<file path="config.mk">
export PLATFORM = sky130hd
export DESIGN_NAME = sflash_cmd_engine
export DESIGN_NICKNAME = d
export VERILOG_FILES = /design/src/rtl/sfe_pkg.sv /design/src/rtl/sfe_byte_shifter.sv /design/src/rtl/sfe_word_fifo.sv /design/src/rtl/sflash_cmd_engine.sv
export SDC_FILE = /design/constraint.sdc
export NUM_CORES = 1
export LEC_CHECK = 0
export ABC_AREA = 0
export BUFFER_PORTS_ARGS = -buffer_cell sky130_fd_sc_hd__clkbuf_2
export CORE_ASPECT_RATIO = 1.2
export CORE_MARGIN = 3
export CORE_UTILIZATION = 34
export CTS_CLUSTER_DIAMETER = 100
export DETAILED_ROUTE_END_ITERATION = 10
export SLEW_MARGIN = 5
export SYNTH_ARGS = -nofsm -noshare
export SYNTH_HDL_FRONTEND = slang
export SYNTH_HIERARCHICAL = 1
export SYNTH_SLANG_ARGS = --single-unit
export TNS_END_PERCENT = 100
</file>
<file path="constraint.sdc">
create_clock -name clk -period 7.7 [get_ports clk]
set_input_delay 1.54 -clock clk [delete_from_list [all_inputs] [get_ports clk]]
set_output_delay 1.54 -clock clk [all_outputs]
set_load 0.03 [all_outputs]
</file>
<file path="src/rtl/sfe_pkg.sv">
package sfe_pkg;
  localparam logic [7:0] OFF_CMD   = 8'h00;
  localparam logic [7:0] OFF_ADDR  = 8'h04;
  localparam logic [7:0] OFF_WDATA = 8'h0C;
  localparam logic [7:0] OFF_RDATA = 8'h10;
  localparam logic [7:0] OFF_STAT  = 8'h14;

  typedef struct packed {
    logic       act;
    logic       rsv;
    logic [8:0] wcnt;
    logic [8:0] rcnt;
    logic [3:0] acnt;
    logic [7:0] op;
  } cmd_word_t;

  typedef enum logic [1:0] {
    SQ_IDLE,
    SQ_LOAD,
    SQ_WAIT,
    SQ_TAIL
  } seq_state_t;
endpackage

</file>
<file path="src/rtl/sfe_byte_shifter.sv">
module sfe_byte_shifter #(
  parameter int SCK_DIV = 4
) (
  input  logic       clk,
  input  logic       rst,
  input  logic       start,
  input  logic [7:0] tx_byte,
  input  logic       miso,
  output logic       sck,
  output logic       mosi,
  output logic       done,
  output logic [7:0] rx_byte
);
  localparam int HALF = SCK_DIV / 2;
  localparam int HC_W = $clog2(HALF) + 1;

  logic [7:0]      tx_q, rx_q;
  logic [2:0]      bit_q;
  logic [HC_W-1:0] hc_q;
  logic            busy_q, sck_q, done_q;

  always_ff @(posedge clk) begin
    if (rst) begin
      tx_q   <= '0;
      rx_q   <= '0;
      bit_q  <= '0;
      hc_q   <= '0;
      busy_q <= 1'b0;
      sck_q  <= 1'b0;
      done_q <= 1'b0;
    end else begin
      done_q <= 1'b0;
      if (!busy_q) begin
        if (start) begin
          busy_q <= 1'b1;
          tx_q   <= tx_byte;
          bit_q  <= '0;
          hc_q   <= '0;
          sck_q  <= 1'b0;
        end
      end else if (hc_q == HC_W'(HALF - 1)) begin
        hc_q <= '0;
        if (!sck_q) begin
          sck_q <= 1'b1;
          rx_q  <= {rx_q[6:0], miso};
        end else begin
          sck_q <= 1'b0;
          if (bit_q == 3'd7) begin
            busy_q <= 1'b0;
            done_q <= 1'b1;
          end else begin
            bit_q <= bit_q + 3'd1;
            tx_q  <= {tx_q[6:0], 1'b0};
          end
        end
      end else begin
        hc_q <= hc_q + HC_W'(1);
      end
    end
  end

  assign sck     = sck_q;
  assign mosi    = busy_q ? tx_q[7] : 1'b0;
  assign done    = done_q;
  assign rx_byte = rx_q;

  // mode 0, data may only move while the clock is low
  assert_mosi_stable_R10: assert property (@(posedge clk) disable iff (rst)
    (sck_q && $past(sck_q)) |-> $stable(mosi));
endmodule

</file>
<file path="src/rtl/sfe_word_fifo.sv">
module sfe_word_fifo #(
  parameter int DEPTH = 32,
  parameter int W     = 32
) (
  input  logic                       clk,
  input  logic                       rst,
  input  logic                       push,
  input  logic [W-1:0]               push_data,
  input  logic                       pop,
  output logic [W-1:0]               rd_data,
  output logic [$clog2(DEPTH+1)-1:0] count
);
  localparam int AW   = $clog2(DEPTH);
  localparam int CW   = $clog2(DEPTH + 1);

  logic [W-1:0]  mem [DEPTH];
  logic [AW-1:0] wptr_q, rptr_q;
  logic [CW-1:0] cnt_q;
  logic          do_push, do_pop;

  assign do_push = push && (cnt_q != CW'(DEPTH));
  assign do_pop  = pop && (cnt_q != '0);

  always_ff @(posedge clk) begin
    if (do_push) mem[wptr_q] <= push_data;
  end

  always_ff @(posedge clk) begin
    if (rst) begin
      wptr_q  <= '0;
      rptr_q  <= '0;
      cnt_q   <= '0;
      rd_data <= '0;
    end else begin
      if (do_push) wptr_q <= wptr_q + AW'(1);
      if (do_pop)  rptr_q <= rptr_q + AW'(1);
      if (pop)     rd_data <= do_pop ? mem[rptr_q] : '0;
      cnt_q <= cnt_q + CW'(do_push) - CW'(do_pop);
    end
  end

  assign count = cnt_q;

  assert_fifo_bound_R6: assert property (@(posedge clk) disable iff (rst)
    cnt_q <= CW'(DEPTH));
  assert_empty_pop_R8: assert property (@(posedge clk) disable iff (rst)
    (pop && !push && cnt_q == '0) |=> (cnt_q == '0 && rd_data == '0));
endmodule

</file>
<file path="src/rtl/sflash_cmd_engine.sv">
module sflash_cmd_engine
  import sfe_pkg::*;
#(
  parameter int SCK_DIV    = 4,
  parameter int FIFO_BYTES = 128,
  parameter int ADDR_W     = 8
) (
  input  logic              clk,
  input  logic              rst,
  input  logic              bus_wr,
  input  logic              bus_rd,
  input  logic [ADDR_W-1:0] bus_addr,
  input  logic [31:0]       bus_wdata,
  output logic [31:0]       bus_rdata,
  input  logic              flash_ok,
  input  logic              flash_bad,
  input  logic              flash_present,
  input  logic              flash_ready,
  output logic              spi_sck,
  output logic              spi_cs_n,
  output logic              spi_mosi,
  input  logic              spi_miso
);
  localparam int FIFO_WORDS = FIFO_BYTES / 4;
  localparam int CNT_W      = $clog2(FIFO_WORDS + 1);
  localparam int IDX_W      = 11;
  localparam int TAIL_W     = $clog2(SCK_DIV);

  cmd_word_t         cmd_q;
  logic [31:0]       addr_q, wdat_q, acc_q, acc_nx;
  seq_state_t        state_q;
  logic [IDX_W-1:0]  idx_q, a_end, w_end, last_idx, a_pos;
  logic [TAIL_W-1:0] tail_q;
  logic              cs_n_q;
  logic [1:0]        w_lane, r_lane;
  logic              in_read;
  logic              sh_start, sh_done;
  logic [7:0]        sh_tx, sh_rx;
  logic              fifo_push, fifo_pop;
  logic [31:0]       fifo_q;
  logic [CNT_W-1:0]  fifo_cnt;
  logic              wr_cmd, wr_addr, wr_wdat;
  logic              rd_fifo_q;
  logic [31:0]       reg_rdata_q, stat_word;

  assign wr_cmd   = bus_wr && (bus_addr == ADDR_W'(OFF_CMD));
  assign wr_addr  = bus_wr && (bus_addr == ADDR_W'(OFF_ADDR));
  assign wr_wdat  = bus_wr && (bus_addr == ADDR_W'(OFF_WDATA));
  assign fifo_pop = bus_rd && (bus_addr == ADDR_W'(OFF_RDATA));

  // byte index decode: 0 = opcode, then address, write, read
  always_comb begin
    a_end    = IDX_W'(cmd_q.acnt);
    w_end    = a_end + IDX_W'(cmd_q.wcnt);
    last_idx = w_end + IDX_W'(cmd_q.rcnt);
    a_pos    = idx_q - IDX_W'(1);
    w_lane   = 2'(idx_q - IDX_W'(1) - a_end);
    r_lane   = 2'(idx_q - IDX_W'(1) - w_end);
    in_read  = idx_q > w_end;
    if (idx_q == '0)
      sh_tx = cmd_q.op;
    else if (idx_q <= a_end)
      sh_tx = (a_pos < IDX_W'(3)) ? 8'(addr_q >> (24 - 8 * a_pos[1:0])) : 8'h00;
    else if (!in_read)
      sh_tx = 8'(wdat_q >> (24 - 8 * w_lane));
    else
      sh_tx = 8'h00;
    acc_nx = acc_q | ({sh_rx, 24'h0} >> (8 * r_lane));
  end

  assign sh_start  = (state_q == SQ_LOAD);
  assign fifo_push = sh_done && (state_q == SQ_WAIT) && in_read &&
                     ((r_lane == 2'd3) || (idx_q == last_idx));

  always_ff @(posedge clk) begin
    if (rst) begin
      cmd_q   <= '0;
      state_q <= SQ_IDLE;
      idx_q   <= '0;
      tail_q  <= '0;
      acc_q   <= '0;
      cs_n_q  <= 1'b1;
    end else begin
      case (state_q)
        SQ_IDLE: begin
          if (wr_cmd) begin
            cmd_q <= cmd_word_t'(bus_wdata);
            if (bus_wdata[31]) begin
              state_q <= SQ_LOAD;
              idx_q   <= '0;
              acc_q   <= '0;
              cs_n_q  <= 1'b0;
            end
          end
        end
        SQ_LOAD: state_q <= SQ_WAIT;
        SQ_WAIT: begin
          if (sh_done) begin
            if (in_read) acc_q <= fifo_push ? 32'h0 : acc_nx;
            if (idx_q == last_idx) begin
              state_q <= SQ_TAIL;
              tail_q  <= '0;
            end else begin
              idx_q   <= idx_q + IDX_W'(1);
              state_q <= SQ_LOAD;
            end
          end
        end
        default: begin
          if (tail_q == TAIL_W'(SCK_DIV - 2)) begin
            cs_n_q    <= 1'b1;
            cmd_q.act <= 1'b0;
            state_q   <= SQ_IDLE;
          end else begin
            tail_q <= tail_q + TAIL_W'(1);
          end
        end
      endcase
    end
  end

  always_ff @(posedge clk) begin
    if (rst) begin
      addr_q <= '0;
      wdat_q <= '0;
    end else begin
      if (wr_addr) addr_q <= {bus_wdata[31:8], 8'h00};
      if (wr_wdat) wdat_q <= bus_wdata;
    end
  end

  assign stat_word = {21'h0, 6'(fifo_cnt), cmd_q.act,
                      flash_ready, flash_present, flash_bad, flash_ok};

  always_ff @(posedge clk) begin
    if (rst) begin
      rd_fifo_q   <= 1'b0;
      reg_rdata_q <= '0;
    end else begin
      rd_fifo_q <= fifo_pop;
      if (bus_rd) begin
        case (bus_addr)
          ADDR_W'(OFF_CMD):   reg_rdata_q <= cmd_q;
          ADDR_W'(OFF_ADDR):  reg_rdata_q <= addr_q;
          ADDR_W'(OFF_WDATA): reg_rdata_q <= wdat_q;
          ADDR_W'(OFF_STAT):  reg_rdata_q <= stat_word;
          default:            reg_rdata_q <= '0;
        endcase
      end
    end
  end

  assign bus_rdata = rd_fifo_q ? fifo_q : reg_rdata_q;
  assign spi_cs_n  = cs_n_q;

  sfe_byte_shifter #(.SCK_DIV(SCK_DIV)) u_shift (
    .clk     (clk),
    .rst     (rst),
    .start   (sh_start),
    .tx_byte (sh_tx),
    .miso    (spi_miso),
    .sck     (spi_sck),
    .mosi    (spi_mosi),
    .done    (sh_done),
    .rx_byte (sh_rx)
  );

  sfe_word_fifo #(.DEPTH(FIFO_WORDS), .W(32)) u_fifo (
    .clk       (clk),
    .rst       (rst),
    .push      (fifo_push),
    .push_data (acc_nx),
    .pop       (fifo_pop),
    .rd_data   (fifo_q),
    .count     (fifo_cnt)
  );

  assert_cs_needs_active_R3: assert property (@(posedge clk) disable iff (rst)
    !spi_cs_n |-> cmd_q.act);
  assert_sck_inside_cs_R10: assert property (@(posedge clk) disable iff (rst)
    spi_sck |-> !spi_cs_n);
  assert_cmd_ignored_R9: assert property (@(posedge clk) disable iff (rst)
    (wr_cmd && cmd_q.act && state_q != SQ_TAIL) |=> $stable(cmd_q));
endmodule

</file>
==> summary.md <==
| Metric | Value |
|---|---|
| Tcrit/Tclk final | 90.4% |
| Setup Skew | 0.0444 ns |
| Crit Path Category | flop to flop |
| Worst setup EP type | flop |
| DRT Pass-1 Iters | 6 |
| Avg Inst Size Synth | 15.4 um^2 |
| CTS sink cnt | 1270 |
| Syn Nets | 3466 |
| DRC violations left | 0 |
| Core box area | 0.150 mm^2 |
| Share of layout cells above drive strength 1 | 17.9% |
| # setup viols final | 0 |
| Most frequent cells in the layout | 1024 x edfxtp_1, 284 x nand2_1, 241 x dfxtp_1 |
| Clk_lat worst skew | 0.77 ns |
| Clk buf depth | 3 |
| GR Util All Layers | 18.7% |
| Area Overhead vs Synth | 14.2% |
| DIE AREA | 0.156 mm^2 |
| Syn Std Cell Area | 0.0516 mm^2 |
| RSZ-0062 raised after global routing | false |
| # nets final | 3581 |
| Crit-path max cell delay | 1.15 ns |
| Setup bufs post-CTS | 0 |
| Slowest cell on crit path | nor2_4 |
| Final-report hold violation count | 0 |
| Area leader, netlist | edfxtp_1 |
| First-pass GRT wire length | 212000 um |
| Vias per Instance | 5.51 |
| Synth async-reset ratio | 0% |
| Setup TNS | 0 ns |
| Sequential fraction of the synthesis area | 69.2% |
| Slew @ Worst Pin | 1.27 ns |
| Die H | 433 um |
| Initial DRC count | 3509 |
| Synth warnings | 6 |
| Lkg Pwr | 17.9 nW |
| CTS tree | yes |
| Share of the synthesized area in the top cell type | 59.6% |
| Critical Path Start Type | flop |
| Slew headroom | 15.3% |
| Global route overflow | 0 |
| Most common cell after layout, fill and taps aside | edfxtp_1 |
| Final Core Density | 39.3% |
| Post-CTS Hold Buffers | 0 |
| Num ports | 84 |
| Final RePlAce weighted congestion | 0.884 |
| Max-cap violations | 0 |
| Slew Viols, Final | 0 |
| PD cells | 238 mW/mm^2 |
| CTS HTree Levels | 4 |
| Number of synthesized flops with an enable pin | 1024 |
| Tightest Hold Check Type | flop to flop |
| DP HPWL | 94700 um |
| Total CTS buffers | 132 |
| Antenna-violating nets left | 0 |
| Tmin final | 6.96 ns |
| Input/output buffers | 83 |
| Num rows | 155 |
| Total Wirelength | 148000 um |
| Die width | 362 um |
| Root buffer cell | clkbuf_16 |
| Status | finished clean |
| Netlist cell types | 78 |
| Critical Path RT | 8.07 ns |
| Highest achievable clock rate | 144 MHz |
| Worst vdd ir | 0.000168 V |
| Clk slew on worst S/H paths | 0.06 ns |
| Worst-path fanout max | 32 |
| Fillers | 13800 |
| Post-cts resize count | 0 |
| WL/cell | 26.7 um |
| Post-synthesis sequential element count | 1270 |
| Initial antenna violation count | 7 |
| Largest cells by area after synthesis | edfxtp_1 60%, dfxtp_1 9.5%, mux4_2 7.3% |
| CP Cell Sequence | ha_1, fa_1, a21o_1, a21oi_1, nor2_1, xor2_1, ha_1, a2111o_1, a211oi_1, o21a_1, o2111ai_1, nor3_1, nand2_2, a21oi_1, a21boi_1, nand2_1, nor2_4 |
| Starting utilization of the core area | 34.5% |
| Crit path DAT | 7.33 ns |
| Largest net degree at the start of global routing | 155 |
| Syn Inst Count | 3359 |
| Vias | 30500 |
| Vias in the first global route | 29500 |
| Predominant post-synthesis flop cell | edfxtp_1 |
-- state kept, by name, summed over array words and instances, names as in the netlist, named ones only --
| signal | count |
|---|---|
| a_end | 4 |
| acc_q | 32 |
| addr_q | 24 |
| cmd_q | 28 |
| idx_q | 11 |
| rd_fifo_q | 1 |
| reg_rdata_q | 32 |
| spi_cs_n | 1 |
| state_q | 2 |
| tail_q | 2 |
| u_fifo/count | 6 |
| u_fifo/mem | 1024 |
| u_fifo/rd_data | 32 |
| u_fifo/rptr_q | 5 |
| u_fifo/wptr_q | 5 |
| u_shift/bit_q | 3 |
| u_shift/busy_q | 1 |
| u_shift/done | 1 |
| u_shift/hc_q | 2 |
| u_shift/rx_byte | 8 |
| u_shift/sck | 1 |
| u_shift/tx_q | 8 |
| wdat_q | 32 |
-- final cells by class --
type | count | area (um^2) | share of cell area, %
sequential | 1270 | 35700 | 60.6
multi-input combinational | 1820 | 15000 | 25.5
clock buffer | 171 | 3540 | 6.01
tap | 1962 | 2450 | 4.17
timing repair buffer | 182 | 1210 | 2.06
clock inverter | 71 | 712 | 1.21
inverter | 68 | 255 | 0.433
antenna | 4 | 10.0 | 0.0170
-- worst max-delay path, delay by kind of cell (launching register included) --
kind	cells	cell delay [ns]
fa+ha+maj	3	1.01
compound gates	8	2.52
flops	1	0.35
xor+xnor	1	0.24
simple gates	5	2.41
-- per-stage QoR --
step / hold WS (ns) / cells / setup slack [ns] / power (mW) / cell area, um^2
after floorplan: 0.426 / 3359 / 1.79 / 7.78 / 51600
after global placement: 0.434 / 5302 / 0.756 / 7.93 / 54600
after detailed placement: 0.443 / 5302 / 0.744 / 7.94 / 54600
after CTS: 0.455 / 5544 / 0.698 / 14.1 / 58900
after global routing: 0.474 / 5545 / 0.300 / 14.5 / 58900
final: 0.453 / 5548 / 0.739 / 14.0 / 58900
-- per-layer routing --
layer | routed length, um | vias to the layer above | track usage [%]
li1 | - | 13300 | -
met1 | 59400 | 15700 | 24.6
met2 | 72900 | 1314 | 31.3
met3 | 11100 | 213 | 3.07
met4 | 4890 | 2 | 6.41
met5 | 13 | - | 0
-- power breakdown --
part / switching [mW] / internal [mW]
logic: 0.319 / 0.124
clock network: 2.68 / 3.56
registers: 0.0256 / 7.33
-- logic make-up (layout without fill, tap and decap cells) --
| family | count (synthesis) | count (layout) | share of synthesized area, % |
|---|---|---|---|
| flip-flops | 1270 | 1270 | 69.2 |
| AO/OA/AOI/OAI | 630 | 630 | 8.08 |
| adder cells (fa/ha/maj) | 58 | 58 | 1.45 |
| XOR/XNOR | 36 | 36 | 0.611 |
| AND/OR/NAND/NOR | 664 | 664 | 5.82 |
| multiplexers | 432 | 432 | 12.5 |
| buffers and inverters | 269 | 492 | 2.35 |
| other | 0 | 4 | 0 |
-- path summary, 6_finish.rpt --
kind              cells after the start      start  slack, ns            endpoint
setup / recovery                     17   a_end[0]       0.74  u_fifo/mem[13][15]
setup reg to reg                     17   a_end[0]       0.74  u_fifo/mem[13][15]
hold reg to reg                       2  acc_q[21]       0.45           acc_q[21]
hold / removal                        2  acc_q[21]       0.45           acc_q[21]
-- synthesized netlist by cell type (all sizes together), types with 4 or more instances --
| cell | count |
|---|---|
| a2111oi | 23 |
| a211o | 5 |
| a211oi | 18 |
| a21boi | 22 |
| a21o | 15 |
| a21oi | 234 |
| a222oi | 28 |
| a22oi | 108 |
| a31oi | 15 |
| and2 | 9 |
| and3 | 16 |
| buf | 86 |
| clkbuf | 115 |
| dfxtp | 246 |
| edfxtp | 1024 |
| ha | 55 |
| inv | 67 |
| mux2 | 32 |
| mux2i | 232 |
| mux4 | 168 |
| nand2 | 287 |
| nand2b | 18 |
| nand3 | 15 |
| nand3b | 6 |
| nand4 | 9 |
| nor2 | 204 |
| nor2b | 35 |
| nor3 | 20 |
| nor4 | 9 |
| o211a | 18 |
| o211ai | 5 |
| o21a | 12 |
| o21ai | 58 |
| o21bai | 5 |
| o221a | 7 |
| o22ai | 42 |
| o31ai | 5 |
| or3 | 10 |
| or3b | 4 |
| or4 | 8 |
| xnor2 | 18 |
| xor2 | 18 |
(Power assumes the default switching activity.)
